--- src/rtl/rxq_pkg.sv ---
package rxq_pkg;

    // Status bit positions: bit 2 level, bit 1 overflow, bit 0 underflow
    typedef struct packed {
        logic lvl;
        logic ovf;
        logic unf;
    } rxq_stat_t;

    localparam int STAT_W = 3;

endpackage

--- src/rtl/rxq_store.sv ---
module rxq_store #(
    parameter int DEPTH = 32,
    parameter int DW    = 8,
    localparam int AW   = $clog2(DEPTH),
    localparam int CW   = $clog2(DEPTH + 1)
) (
    input  logic          clk,
    input  logic          rst_n,
    input  logic          run_i,
    input  logic          push_i,
    input  logic [DW-1:0] wdata_i,
    input  logic          pop_i,
    output logic [DW-1:0] rdata_o,
    output logic [CW-1:0] cnt_o,
    output logic          ovf_ev_o,
    output logic          unf_ev_o
);

    typedef struct packed {
        logic [AW-1:0] wp;
        logic [AW-1:0] rp;
        logic [CW-1:0] cnt;
        logic [DW-1:0] rd;
    } store_t;

    store_t st_d, st_q;
    logic [DW-1:0] mem_q [DEPTH];
    logic do_push, do_pop, full;

    function automatic logic [AW-1:0] step_ptr(input logic [AW-1:0] p);
        return (p == AW'(DEPTH - 1)) ? '0 : p + 1'b1;
    endfunction

    always_comb begin
        st_d     = st_q;
        full     = (st_q.cnt == CW'(DEPTH));
        do_pop   = run_i && pop_i && (st_q.cnt != '0);
        unf_ev_o = run_i && pop_i && (st_q.cnt == '0);
        do_push  = run_i && push_i && (!full || do_pop);
        ovf_ev_o = run_i && push_i && full && !do_pop;
        if (!run_i) begin
            st_d = '0;
        end else begin
            if (do_push) begin
                st_d.wp = step_ptr(st_q.wp);
            end
            if (do_pop) begin
                st_d.rp = step_ptr(st_q.rp);
                st_d.rd = mem_q[st_q.rp];
            end else if (unf_ev_o) begin
                st_d.rd = '0;
            end
            case ({do_push, do_pop})
                2'b10:   st_d.cnt = st_q.cnt + 1'b1;
                2'b01:   st_d.cnt = st_q.cnt - 1'b1;
                default: st_d.cnt = st_q.cnt;
            endcase
        end
    end

    always_ff @(posedge clk or negedge rst_n) begin
        if (!rst_n) begin
            st_q <= '0;
        end else begin
            st_q <= st_d;
        end
    end

    always_ff @(posedge clk) begin
        if (do_push) begin
            mem_q[st_q.wp] <= wdata_i;
        end
    end

    assign rdata_o = st_q.rd;
    assign cnt_o   = st_q.cnt;

endmodule

--- src/rtl/rxq_flags.sv ---
module rxq_flags
    import rxq_pkg::*;
#(
    parameter int DEPTH = 32,
    localparam int CW   = $clog2(DEPTH + 1)
) (
    input  logic          clk,
    input  logic          rst_n,
    input  logic          run_i,
    input  logic          enable_i,
    input  logic [CW-1:0] cnt_i,
    input  logic [CW-1:0] thresh_i,
    input  logic          ovf_ev_i,
    input  logic          unf_ev_i,
    output rxq_stat_t     stat_o
);

    typedef struct packed {
        logic ovf;
        logic unf;
    } sticky_t;

    sticky_t fl_d, fl_q;

    always_comb begin
        fl_d = fl_q;
        if (!run_i) begin
            fl_d = '0;
        end else begin
            fl_d.ovf = fl_q.ovf | ovf_ev_i;
            fl_d.unf = fl_q.unf | unf_ev_i;
        end
    end

    always_ff @(posedge clk or negedge rst_n) begin
        if (!rst_n) begin
            fl_q <= '0;
        end else begin
            fl_q <= fl_d;
        end
    end

    assign stat_o.lvl = enable_i && (cnt_i >= thresh_i);
    assign stat_o.ovf = fl_q.ovf;
    assign stat_o.unf = fl_q.unf;

endmodule

--- src/rtl/rxq_gate.sv ---
module rxq_gate
    import rxq_pkg::*;
(
    input  logic              clk,
    input  logic              rst_n,
    input  logic              enable_i,
    input  logic              bus_idle_i,
    input  logic              mask_we_i,
    input  logic [STAT_W-1:0] mask_wdata_i,
    input  rxq_stat_t         raw_i,
    output logic              run_o,
    output logic [STAT_W-1:0] mask_o,
    output logic [STAT_W-1:0] masked_o,
    output logic              irq_o
);

    typedef struct packed {
        logic              run;
        logic [STAT_W-1:0] mask;
        logic              irq;
    } gate_t;

    gate_t g_d, g_q;

    always_comb begin
        g_d     = g_q;
        g_d.run = enable_i | (g_q.run & ~bus_idle_i);
        if (mask_we_i) begin
            g_d.mask = mask_wdata_i;
        end
        g_d.irq = |(raw_i & g_q.mask);
    end

    always_ff @(posedge clk or negedge rst_n) begin
        if (!rst_n) begin
            g_q <= '{run: 1'b0, mask: '1, irq: 1'b0};
        end else begin
            g_q <= g_d;
        end
    end

    assign run_o    = g_q.run;
    assign mask_o   = g_q.mask;
    assign masked_o = raw_i & g_q.mask;
    assign irq_o    = g_q.irq;

endmodule

--- src/rtl/rx_byte_queue.sv ---
module rx_byte_queue
    import rxq_pkg::*;
#(
    parameter int DEPTH = 32,
    parameter int DW    = 8,
    localparam int CW   = $clog2(DEPTH + 1)
) (
    input  logic              clk,
    input  logic              rst_n,
    input  logic              enable_i,
    input  logic              bus_idle_i,
    input  logic              push_i,
    input  logic [DW-1:0]     push_data_i,
    input  logic              pop_i,
    input  logic [CW-1:0]     thresh_i,
    input  logic              mask_we_i,
    input  logic [STAT_W-1:0] mask_wdata_i,
    output logic [DW-1:0]     rdata_o,
    output logic [STAT_W-1:0] raw_stat_o,
    output logic [STAT_W-1:0] masked_stat_o,
    output logic [STAT_W-1:0] mask_o,
    output logic              irq_o
);

    logic          run_w;
    logic [CW-1:0] cnt_w;
    logic          ovf_ev_w, unf_ev_w;
    rxq_stat_t     stat_w;

    rxq_store #(.DEPTH(DEPTH), .DW(DW)) u_store (
        .clk      (clk),
        .rst_n    (rst_n),
        .run_i    (run_w),
        .push_i   (push_i),
        .wdata_i  (push_data_i),
        .pop_i    (pop_i),
        .rdata_o  (rdata_o),
        .cnt_o    (cnt_w),
        .ovf_ev_o (ovf_ev_w),
        .unf_ev_o (unf_ev_w)
    );

    rxq_flags #(.DEPTH(DEPTH)) u_flags (
        .clk      (clk),
        .rst_n    (rst_n),
        .run_i    (run_w),
        .enable_i (enable_i),
        .cnt_i    (cnt_w),
        .thresh_i (thresh_i),
        .ovf_ev_i (ovf_ev_w),
        .unf_ev_i (unf_ev_w),
        .stat_o   (stat_w)
    );

    rxq_gate u_gate (
        .clk          (clk),
        .rst_n        (rst_n),
        .enable_i     (enable_i),
        .bus_idle_i   (bus_idle_i),
        .mask_we_i    (mask_we_i),
        .mask_wdata_i (mask_wdata_i),
        .raw_i        (stat_w),
        .run_o        (run_w),
        .mask_o       (mask_o),
        .masked_o     (masked_stat_o),
        .irq_o        (irq_o)
    );

    assign raw_stat_o = stat_w;

endmodule

--- config.mk ---
export PLATFORM = sky130hd
export DESIGN_NAME = rx_byte_queue
export DESIGN_NICKNAME = d
export VERILOG_FILES = /design/src/rtl/rxq_pkg.sv /design/src/rtl/rxq_store.sv /design/src/rtl/rxq_flags.sv /design/src/rtl/rxq_gate.sv /design/src/rtl/rx_byte_queue.sv
export SDC_FILE = /design/constraint.sdc
export NUM_CORES = 1
export LEC_CHECK = 0
export BUFFER_PORTS_ARGS = -buffer_cell sky130_fd_sc_hd__buf_4
export CORE_AREA = 2 2 134 136
export CTS_BUF_LIST = sky130_fd_sc_hd__clkbuf_4 sky130_fd_sc_hd__clkbuf_8
export CTS_CLUSTER_SIZE = 12
export DETAILED_ROUTE_END_ITERATION = 8
export DIE_AREA = 0 0 136 138
export PLACE_DENSITY = 0.86
export SLEW_MARGIN = 10
export SYNTH_ARGS = -nofsm -noshare
export SYNTH_HDL_FRONTEND = slang
export SYNTH_SLANG_ARGS = --single-unit
export TNS_END_PERCENT = 100
--- constraint.sdc ---
create_clock -name clk -period 3.9 [get_ports clk]
set_clock_uncertainty 0.05 [all_clocks]
set_input_delay 0.975 -clock clk [delete_from_list [all_inputs] [get_ports clk]]
set_output_delay 0.975 -clock clk [all_outputs]
set_load 0.01 [all_outputs]
==> impl_metrics.tcl, run 1 <==
set metrics [dict create \
    yosysSeqAreaShare_pct 72.2 \
    maxSlewViolCount 0 \
    routedWlPerCell_um 25.6 \
    fmax_ghz 0.290 \
    dr.pass1.iters 5 \
    powerDensity_nw_per_um2 615 \
    fill_cells 989 \
    grt_overflow 0 \
    path_buf_inv 2 \
    synth_top_area_share_pct 65.5 \
    fin_crit_ps 3450 \
    cts_tree "done" \
    cts-root-buf "clkbuf_8" \
    placementRows 49 \
    end_kind "output port" \
    worstPathRequired_ps 2870 \
    slew_headroom_pct 40.3 \
    drt_iter0_drc 704 \
    drt-vias-per-instance 6.63 \
    critPathKind "flop to output port" \
    antenna_cells 0 \
    critical_path_depth 8 \
    crit_path_end "masked_stat_o[2]" \
    tightest_slew_ps 893 \
    route.detailed.drc 0 \
    ys_warn_count 0 \
    ys_top_cells_by_area "edfxtp_1 (66%), mux4_2 (12%), dfrtp_1 (6.0%)" \
    synth.most_common_cell "edfxtp_1" \
    cp_max_fo 7 \
    ios 42 \
    setup_viol 0 \
    synth_top_flop_cell "edfxtp_1" \
    yosysTopAreaCell "edfxtp_1" \
    cts_hold_buffers 0 \
    antenna_found_initial 0 \
    clock_latency_ps 560 \
    dieArea_sq_um 18800 \
    period_share_pct 88.4 \
    ant_nets 0 \
    grt_max_degree 45 \
    worstReg2RegStart "u_store.cnt_o[2]" \
    crit_slowest_cell "dfrtp_1" \
    synth_commonest_cells "edfxtp_1 (256), mux4_2 (64), nor2_1 (44)" \
    die_x_um 136 \
    start_kind "flop" \
    place_congestion 0.799 \
    core-area_sq_um 17500 \
    ys_types 56 \
    outcome "complete, no violations" \
    reg2reg_slack_ps 1010 \
    cts_htree_levels 2 \
    path_common_cell "a21o_1" \
    synth_cells 641 \
    maxCapViolCount 0 \
    cts_setup_buffers 0 \
    path_cells "inv_1 -> ha_1 -> nand2b_1 -> a21o_1 -> a21o_1 -> a21oi_1 -> nor3_1 -> buf_4" \
    portBuffers 41 \
    drive_above_1_share_pct 27.8 \
    r2r_end "u_store.cnt_o[5]" \
    crit_start "u_store.cnt_o[0]" \
    syn_nets 681 \
    peakVddDrop_v 0.000412 \
    cp_top_family "compound AO/OA/AOI/OAI gates" \
    dr_total_vias 6347 \
    dpl.hpwl_um 15000 \
    clock_sinks 287 \
    initial_utilization_pct 66.9 \
    tns_ps 0 \
    worstPathArrival_ps 2420 \
    synthToLayoutAreaGrowth_pct 11.4 \
    numCtsBuffers 45 \
    power.leakage_nw 4.41 \
    synth-edff-count 256 \
    grt.total_usage_pct 27.4 \
    async_flop_share_pct 10.8 \
    finalWirelength_um 24600 \
    hold_path_class "input pin to async pin" \
    ys_seq_elements 287 \
    clk_pin_slew_ps 60 \
    worst_path_largest_cell_delay_ps 470 \
    power_w 0.00803 \
    die_h_um 138 \
    ff2ff_path_depth 7 \
    synth_area_sq_um 11700 \
    grt_pass1_vias 6679 \
    hold_viol_final 0 \
    finalNetCount 735 \
    synth.avg_cell_area_sq_um 18.3 \
    clockBufferDepth 3 \
    post_cts_resized 0 \
    grt_pass1_wl_um 37700 \
    rsz0062_at_grt "false" \
]
-- cell usage in the layout, fill, tap and decap left out, types with 3 or more instances in the layout --
cell | netlist | routed
mux2_2 | 3 | 3
a22oi_1 | 16 | 16
dfstp_2 | 3 | 3
dfrtp_1 | 28 | 26
a21o_1 | 4 | 4
mux2i_1 | 12 | 12
ha_1 | 16 | 16
buf_4 | 8 | 48
inv_1 | 12 | 12
o21ai_0 | 13 | 13
clkinv_1 | 0 | 6
and2_1 | 5 | 5
nand3_1 | 11 | 11
edfxtp_1 | 256 | 256
clkbuf_8 | 0 | 50
o22ai_1 | 8 | 8
nor2b_1 | 11 | 11
or3_1 | 3 | 3
nand3b_1 | 5 | 5
a211oi_1 | 8 | 8
nor3_1 | 4 | 4
mux4_2 | 64 | 64
clkbuf_4 | 0 | 14
nor2_1 | 44 | 44
clkinv_2 | 0 | 10
a22o_1 | 9 | 9
nand2_1 | 22 | 22
a21oi_1 | 7 | 7
-- sequential cells by signal, summed over array words and instances (netlist names) --
name             cells
u_store.mem_q      256
u_store.st_q        10
u_store.rdata_o      8
u_store.cnt_o        6
u_gate.mask_o        3
u_flags.stat_o       2
u_gate.irq_o         1
u_gate.run_o         1
-- worst min path at each step --
stage / cells after the start / from / endpoint
finish: 1 / rst_n / u_store.cnt_o[0]
global route: 1 / rst_n / u_store.cnt_o[1]
CTS: 1 / rst_n / u_store.cnt_o[2]
detailed placement: 1 / u_store.rdata_o[6] / u_store.rdata_o[6]
global placement: 1 / u_store.rdata_o[6] / u_store.rdata_o[6]
floorplan: 1 / u_store.rdata_o[0] / u_store.rdata_o[0]
-- cell families (layout without fill, tap and decap cells) --
logic type / count (synthesis) / in the layout / share of synthesized area, %
xor gates and xnor gates: 4 / 4 / 0.299
muxes: 79 / 79 / 13.6
buffers and inverters: 53 / 141 / 2.03
AOI/OAI and AO/OA: 81 / 81 / 4.99
DFF: 287 / 287 / 72.2
and+or+nand+nor: 121 / 121 / 5.18
adders and majority gates: 16 / 16 / 1.71
-- where the power goes --
part	total, W	leakage [nW]	internal, W	switching (W)
Combinational	0.00178	1.23	0.000924	0.000852
Clock	0.00245	0.477	0.00131	0.00113
Sequential	0.00381	2.70	0.00349	0.000314
Total	0.00803	4.41	0.00573	0.00230
-- per-layer routing --
| metal | global-route usage (%) | vias up | routed length (um) |
|---|---|---|---|
| met3 | 5.02 | 67 | 1810 |
| li1 | - | 2690 | - |
| met1 | 36.1 | 3225 | 9070 |
| met5 | 0 | - | 0 |
| met2 | 46.3 | 365 | 12900 |
| met4 | 9.87 | 0 | 804 |
-- layout make-up --
cell class,count,area [sq um],share of cell area (%)
repair buffers,48,360,2.76
multi-input cells,301,3020,23.2
clock inverters,17,81.3,0.623
inverters,12,45.0,0.345
clock buffers,64,793,6.07
flip-flops and latches,287,8470,64.9
well taps,229,287,2.19
-- per-stage QoR --
step | hold WS, ps | area [sq um] | std cells | setup slack, ps | utilization, %
2_1_floorplan | 424 | 11700 | 641 | 876 | -
3_3_place_gp | 449 | 12200 | 877 | 576 | 69.5
3_5_place_dp | 454 | 12200 | 877 | 479 | 69.5
4_1_cts | 286 | 13100 | 958 | 430 | 74.5
5_1_grt | 324 | 13100 | 958 | 300 | 74.5
6_report | 300 | 13100 | 958 | 454 | 74.5
No activity file was read; power rests on OpenSTA's default activity.
==> run 2: changes to the inputs <==
RECOVER_POWER = 50   (was not set)
REMOVE_ABC_BUFFERS = 1   (was not set)
==> run 2 against run 1 <==
- the run now ends with max-capacitance violations, max-slew violations left
- sequential share of layout area is 0.28 points higher
- count of clock-buffer cells in the layout is 5 lower
- clock power down 2%
- sequential power is 1% higher
- non-clock buffer count increased by 1
- maximum frequency rose by 2.5%
- highest routed layer unchanged
==> impl_metrics.tcl, run 2 (same netlist as run 1, synthesis figures left out) <==
set metrics [dict create \
    outcome "finished, violations left" \
    violations "max-capacitance violations, max-slew violations" \
    cts_tree "done" \
    drt_iter0_drc 588 \
    core-area_sq_um 17500 \
    grt_pass1_vias 6460 \
    grt_pass1_wl_um 36500 \
    fin_cells 956 \
    power.leakage_nw 4.36 \
    sequentialPowerShare_pct 48.4 \
    rsz0062_at_grt "false" \
    ant_nets 0 \
    fmax_ghz 0.298 \
    placed_cell_area_sq_um 12200 \
    largest_reg_flops 256 \
    hold_viol_final 0 \
    swShare_pct 28.3 \
    routedWlPerCell_um 24.7 \
    internal-power_w 0.00570 \
    worstPathArrival_ps 2340 \
    clk_pin_slew_ps 60 \
    period_share_pct 86.2 \
    finalNetCount 733 \
    fin_crit_ps 3360 \
    tightest_slew_ps 1660 \
    final_util_pct 74.2 \
    finalWirelength_um 23700 \
    die_x_um 136 \
    antenna_found_initial 0 \
    cp_max_fo 3 \
    start_kind "input pin" \
    layout_common_cells "edfxtp_1 (256), mux4_2 (64), clkbuf_8 (48)" \
    layout_commonest_cell "edfxtp_1" \
    numCtsBuffers 42 \
    hold_path_end "u_store.rdata_o[4]" \
    initial_utilization_pct 66.9 \
    reg2reg_slack_ps 630 \
    synthToLayoutAreaGrowth_pct 10.9 \
    slew_headroom_pct -10.4 \
    r2r_end "u_store.mem_q[0][0]" \
    critPathKind "input pin to output port" \
    placementRows 49 \
    die_h_um 138 \
    end_kind "output port" \
    worstReg2RegStart "u_gate.run_o" \
    clock_sinks 287 \
    switchingPower_w 0.00225 \
    place_congestion 0.882 \
    powerDensity_nw_per_um2 612 \
    clockBufferDepth 3 \
    design_area_sq_um 13000 \
    ff2ff_path_depth 5 \
    grt_overflow 0 \
    dr_total_vias 6272 \
    ios 42 \
    grt_max_degree 53 \
    drt-vias-per-instance 6.56 \
    dp_cells 878 \
    setup_viol 0 \
    min_from "u_store.rdata_o[4]" \
    whs_path_depth 1 \
    portBuffers 41 \
    maxCapViolCount 6 \
    cts-root-buf "clkbuf_8" \
    cts_hold_buffers 0 \
    dr.pass1.iters 5 \
    maxSlewViolCount 163 \
    top_register "u_store.mem_q" \
    clock_latency_ps 550 \
    pwr-share-comb_pct 21.5 \
    grt.total_usage_pct 26.3 \
    cts_htree_levels 2 \
    drive_above_1_share_pct 25.4 \
    clkPwrFrac_pct 30.1 \
    post_cts_resized 0 \
    antenna_cells 0 \
    route.detailed.drc 0 \
    dpl.hpwl_um 14900 \
    peakVddDrop_v 0.000402 \
    hold_path_class "flop to flop" \
    cts_setup_buffers 0 \
    worstPathRequired_ps 2870 \
    dieArea_sq_um 18800 \
]
## run 2: layer usage
metal	track usage, %	vias up	wire (um)
met5	0	-	0
met4	11.1	0	925
li1	-	2680	-
met1	35.7	3136	9020
met2	41.6	387	11700
met3	6.23	69	2050
## run 2: power groups by stage
stage	clock (W)	sequential (W)	combinational (W)
after CTS	0.00242	0.00386	0.00171
after floorplan	0	0.00390	0.00117
final	0.00240	0.00385	0.00171
after global routing	0.00255	0.00389	0.00182
after detailed placement	0	0.00392	0.00170
after global placement	0	0.00390	0.00161
## run 2: worst max-delay path by stage
stage | startpoint | to | cells after the start
after floorplan | u_store.st_q[14] | u_store.st_q[17] | 6
after global placement | thresh_i[0] | masked_stat_o[2] | 8
after detailed placement | thresh_i[0] | masked_stat_o[2] | 8
after CTS | u_store.cnt_o[0] | masked_stat_o[2] | 8
after global routing | u_store.cnt_o[0] | masked_stat_o[2] | 8
final | thresh_i[0] | masked_stat_o[2] | 8
## run 2: area by class of cell
class / count / area (sq um)
inverter: 12 / 45.0
clock inverter: 19 / 118
timing repair buffer: 49 / 327
tap: 229 / 287
fill: 967 / 4530
clock buffer: 59 / 743
sequential: 287 / 8470
multi-input combinational: 301 / 3020
## run 2: metrics by stage
step	total power, W	setup TNS, ps	hold slack, ps	worst slack, ps
CTS	0.00799	0	291	521
global placement	0.00552	0	458	591
global route	0.00825	0	494	375
floorplan	0.00506	-191	476	-24.0
finish	0.00795	0	478	539
detailed placement	0.00562	0	471	546
## run 2: critical path, stage by stage
cell	delay, ps
buf_4	110
ha_1	270
nand2b_1	150
a21o_1	180
a21o_1	170
a21oi_1	240
nor3_1	90
buf_4	150
==> run 3: changes to the inputs <==
CORE_AREA = 2 2 136 138   (was 2 2 134 136)
DIE_AREA = 0 0 138 140   (was 0 0 136 138)
SYNTH_HIERARCHICAL = 1   (was not set)
==> run 3 against run 2 <==
- the run still ends with max-capacitance violations, max-slew violations left
- global-route usage grew 0.18 points
- critical endpoint unchanged
- flip-flop and latch count is the same
- via count grew 14%
- routed wire length grew 7.8%
- power grew 2.0%
- count of clock-buffer cells in the layout is the same
- first-iteration DRC count grew 59%
- sequential power shrank 4%
==> impl_metrics.tcl, run 3 <==
set metrics [dict create \
    synth.most_common_cell "edfxtp_1" \
    drive_above_1_share_pct 15.3 \
    ys_warn_count 6 \
    dieArea_sq_um 19300 \
    die_x_um 138 \
    cp_max_fo 3 \
    peakVddDrop_v 0.000439 \
    synthToLayoutAreaGrowth_pct 10.1 \
    hold_path_class "flop to flop" \
    period_share_pct 83.3 \
    end_kind "output port" \
    hold_viol_final 0 \
    grt_overflow 0 \
    clk_pin_slew_ps 60 \
    start_kind "input pin" \
    fin_crit_ps 3250 \
    initial_utilization_pct 67.8 \
    cts_htree_levels 2 \
    dpl.hpwl_um 15800 \
    synth_area_sq_um 12100 \
    clock_latency_ps 530 \
    clock_sinks 287 \
    cts_tree "done" \
    layout_commonest_cell "edfxtp_1" \
    grt_max_degree 79 \
    hold_ws_ps 461 \
    layout_common_cells "edfxtp_1 (256), mux2i_1 (136), a22oi_1 (64)" \
    placementRows 49 \
    design_area_sq_um 13300 \
    yosysSeqAreaShare_pct 70.2 \
    cts-root-buf "clkbuf_8" \
    cts_setup_buffers 0 \
    drt_iter0_drc 932 \
    critPathKind "input pin to output port" \
    power.leakage_nw 4.70 \
    core-area_sq_um 17800 \
    ys_top_cells_by_area "edfxtp_1 (64%), mux2i_1 (11%), dfrtp_1 (5.8%)" \
    whs_path_depth 1 \
    grt_pass1_vias 7169 \
    place_congestion 0.873 \
    synth_top_area_share_pct 63.8 \
    rsz0062_at_grt "false" \
    portBuffers 41 \
    final_util_pct 74.7 \
    grt.total_usage_pct 26.4 \
    dr.pass1.iters 7 \
    grt_pass1_wl_um 39300 \
    finalWirelength_um 25500 \
    slew_headroom_pct -25.9 \
    ys_seq_elements 287 \
    route.detailed.drc 0 \
    clockBufferDepth 3 \
    drt-vias-per-instance 6.65 \
    dr_total_vias 7174 \
    worstPathRequired_ps 2870 \
    top_register "u_store/mem_q" \
    setup_viol 0 \
    async_flop_share_pct 10.8 \
    synth_commonest_cells "edfxtp_1 (256), mux2i_1 (136), a22oi_1 (64)" \
    post_cts_resized 0 \
    placed_cell_area_sq_um 12400 \
    dp_cells 999 \
    ios 42 \
    yosysTopAreaCell "edfxtp_1" \
    antenna_cells 0 \
    violations "max-capacitance violations, max-slew violations" \
    maxCapViolCount 9 \
    ff2ff_path_depth 8 \
    ys_types 54 \
    antenna_found_initial 0 \
    synth_top_flop_cell "edfxtp_1" \
    synth-edff-count 256 \
    maxSlewViolCount 296 \
    cts_hold_buffers 0 \
    fin_cells 1078 \
    tns_ps 0 \
    finalNetCount 855 \
    tightest_slew_ps 1890 \
    fmax_ghz 0.308 \
    worstPathArrival_ps 2220 \
    routedWlPerCell_um 23.6 \
    fill_cells 1039 \
    synth.avg_cell_area_sq_um 15.5 \
    synth_cells 779 \
    outcome "finished, violations left" \
    ant_nets 0 \
    numCtsBuffers 43 \
    largest_reg_flops 256 \
    die_h_um 140 \
    powerDensity_nw_per_um2 611 \
]
-- run 3: final timing paths --
kind,from,end,slack (ps)
max,thresh_i[5],masked_stat_o[2],650
min,u_store/rdata_o[6],u_store/rdata_o[6],460
max reg2reg,u_store/cnt_o[1],u_store/cnt_o[5],880
min reg2reg,u_store/rdata_o[6],u_store/rdata_o[6],460
min in group asynchronous,rst_n,u_flags/stat_o[1],910
max in group asynchronous,rst_n,u_store/st_q[14],1560
-- run 3: per-stage QoR --
step / setup WS [ps] / total power (W)
floorplan: -1740 / 0.00524
global placement: 745 / 0.00557
detailed placement: 681 / 0.00566
CTS: 674 / 0.00813
global route: 548 / 0.00840
finish: 652 / 0.00811
-- run 3: area by class of cell --
cell class	count	area (sq um)	area share, %
inverter	14	52.6	0.396
tap	229	287	2.16
clock inverter	20	140	1.06
timing repair buffer	49	332	2.50
clock buffer	59	762	5.74
multi-input combinational	420	3230	24.3
sequential	287	8470	63.8
-- run 3: worst max-delay path, cell delays in order --
cell and delay [ps]:
buf_4 80, inv_1 40, ha_1 310, a21oi_1 210, o211ai_1 110, and3_1 200
and2_1 160, buf_4 140
-- run 3: cell families after synthesis --
kind of cell	synth area share [%]
muxes	11.7
xor gates and xnor gates	0.291
buffers and inverters	2.87
AOI/OAI and AO/OA	8.48
adders and majority gates	1.66
DFF	70.2
and+or+nand+nor	4.79
-- run 3: per-layer routing --
| layer | GRT usage (%) | routed length [um] | vias up |
|---|---|---|---|
| li1 | - | - | 3093 |
| met1 | 35.7 | 9820 | 3540 |
| met2 | 43.3 | 12600 | 459 |
| met3 | 4.82 | 2200 | 82 |
| met4 | 11.1 | 892 | 0 |
| met5 | 0 | 0 | - |
-- run 3: power breakdown --
part           switching, W  internal (W)  total (W)
sequential         0.000193       0.00349    0.00368
clock               0.00108       0.00140    0.00248
combinational       0.00114      0.000810    0.00195
total               0.00241       0.00570    0.00811
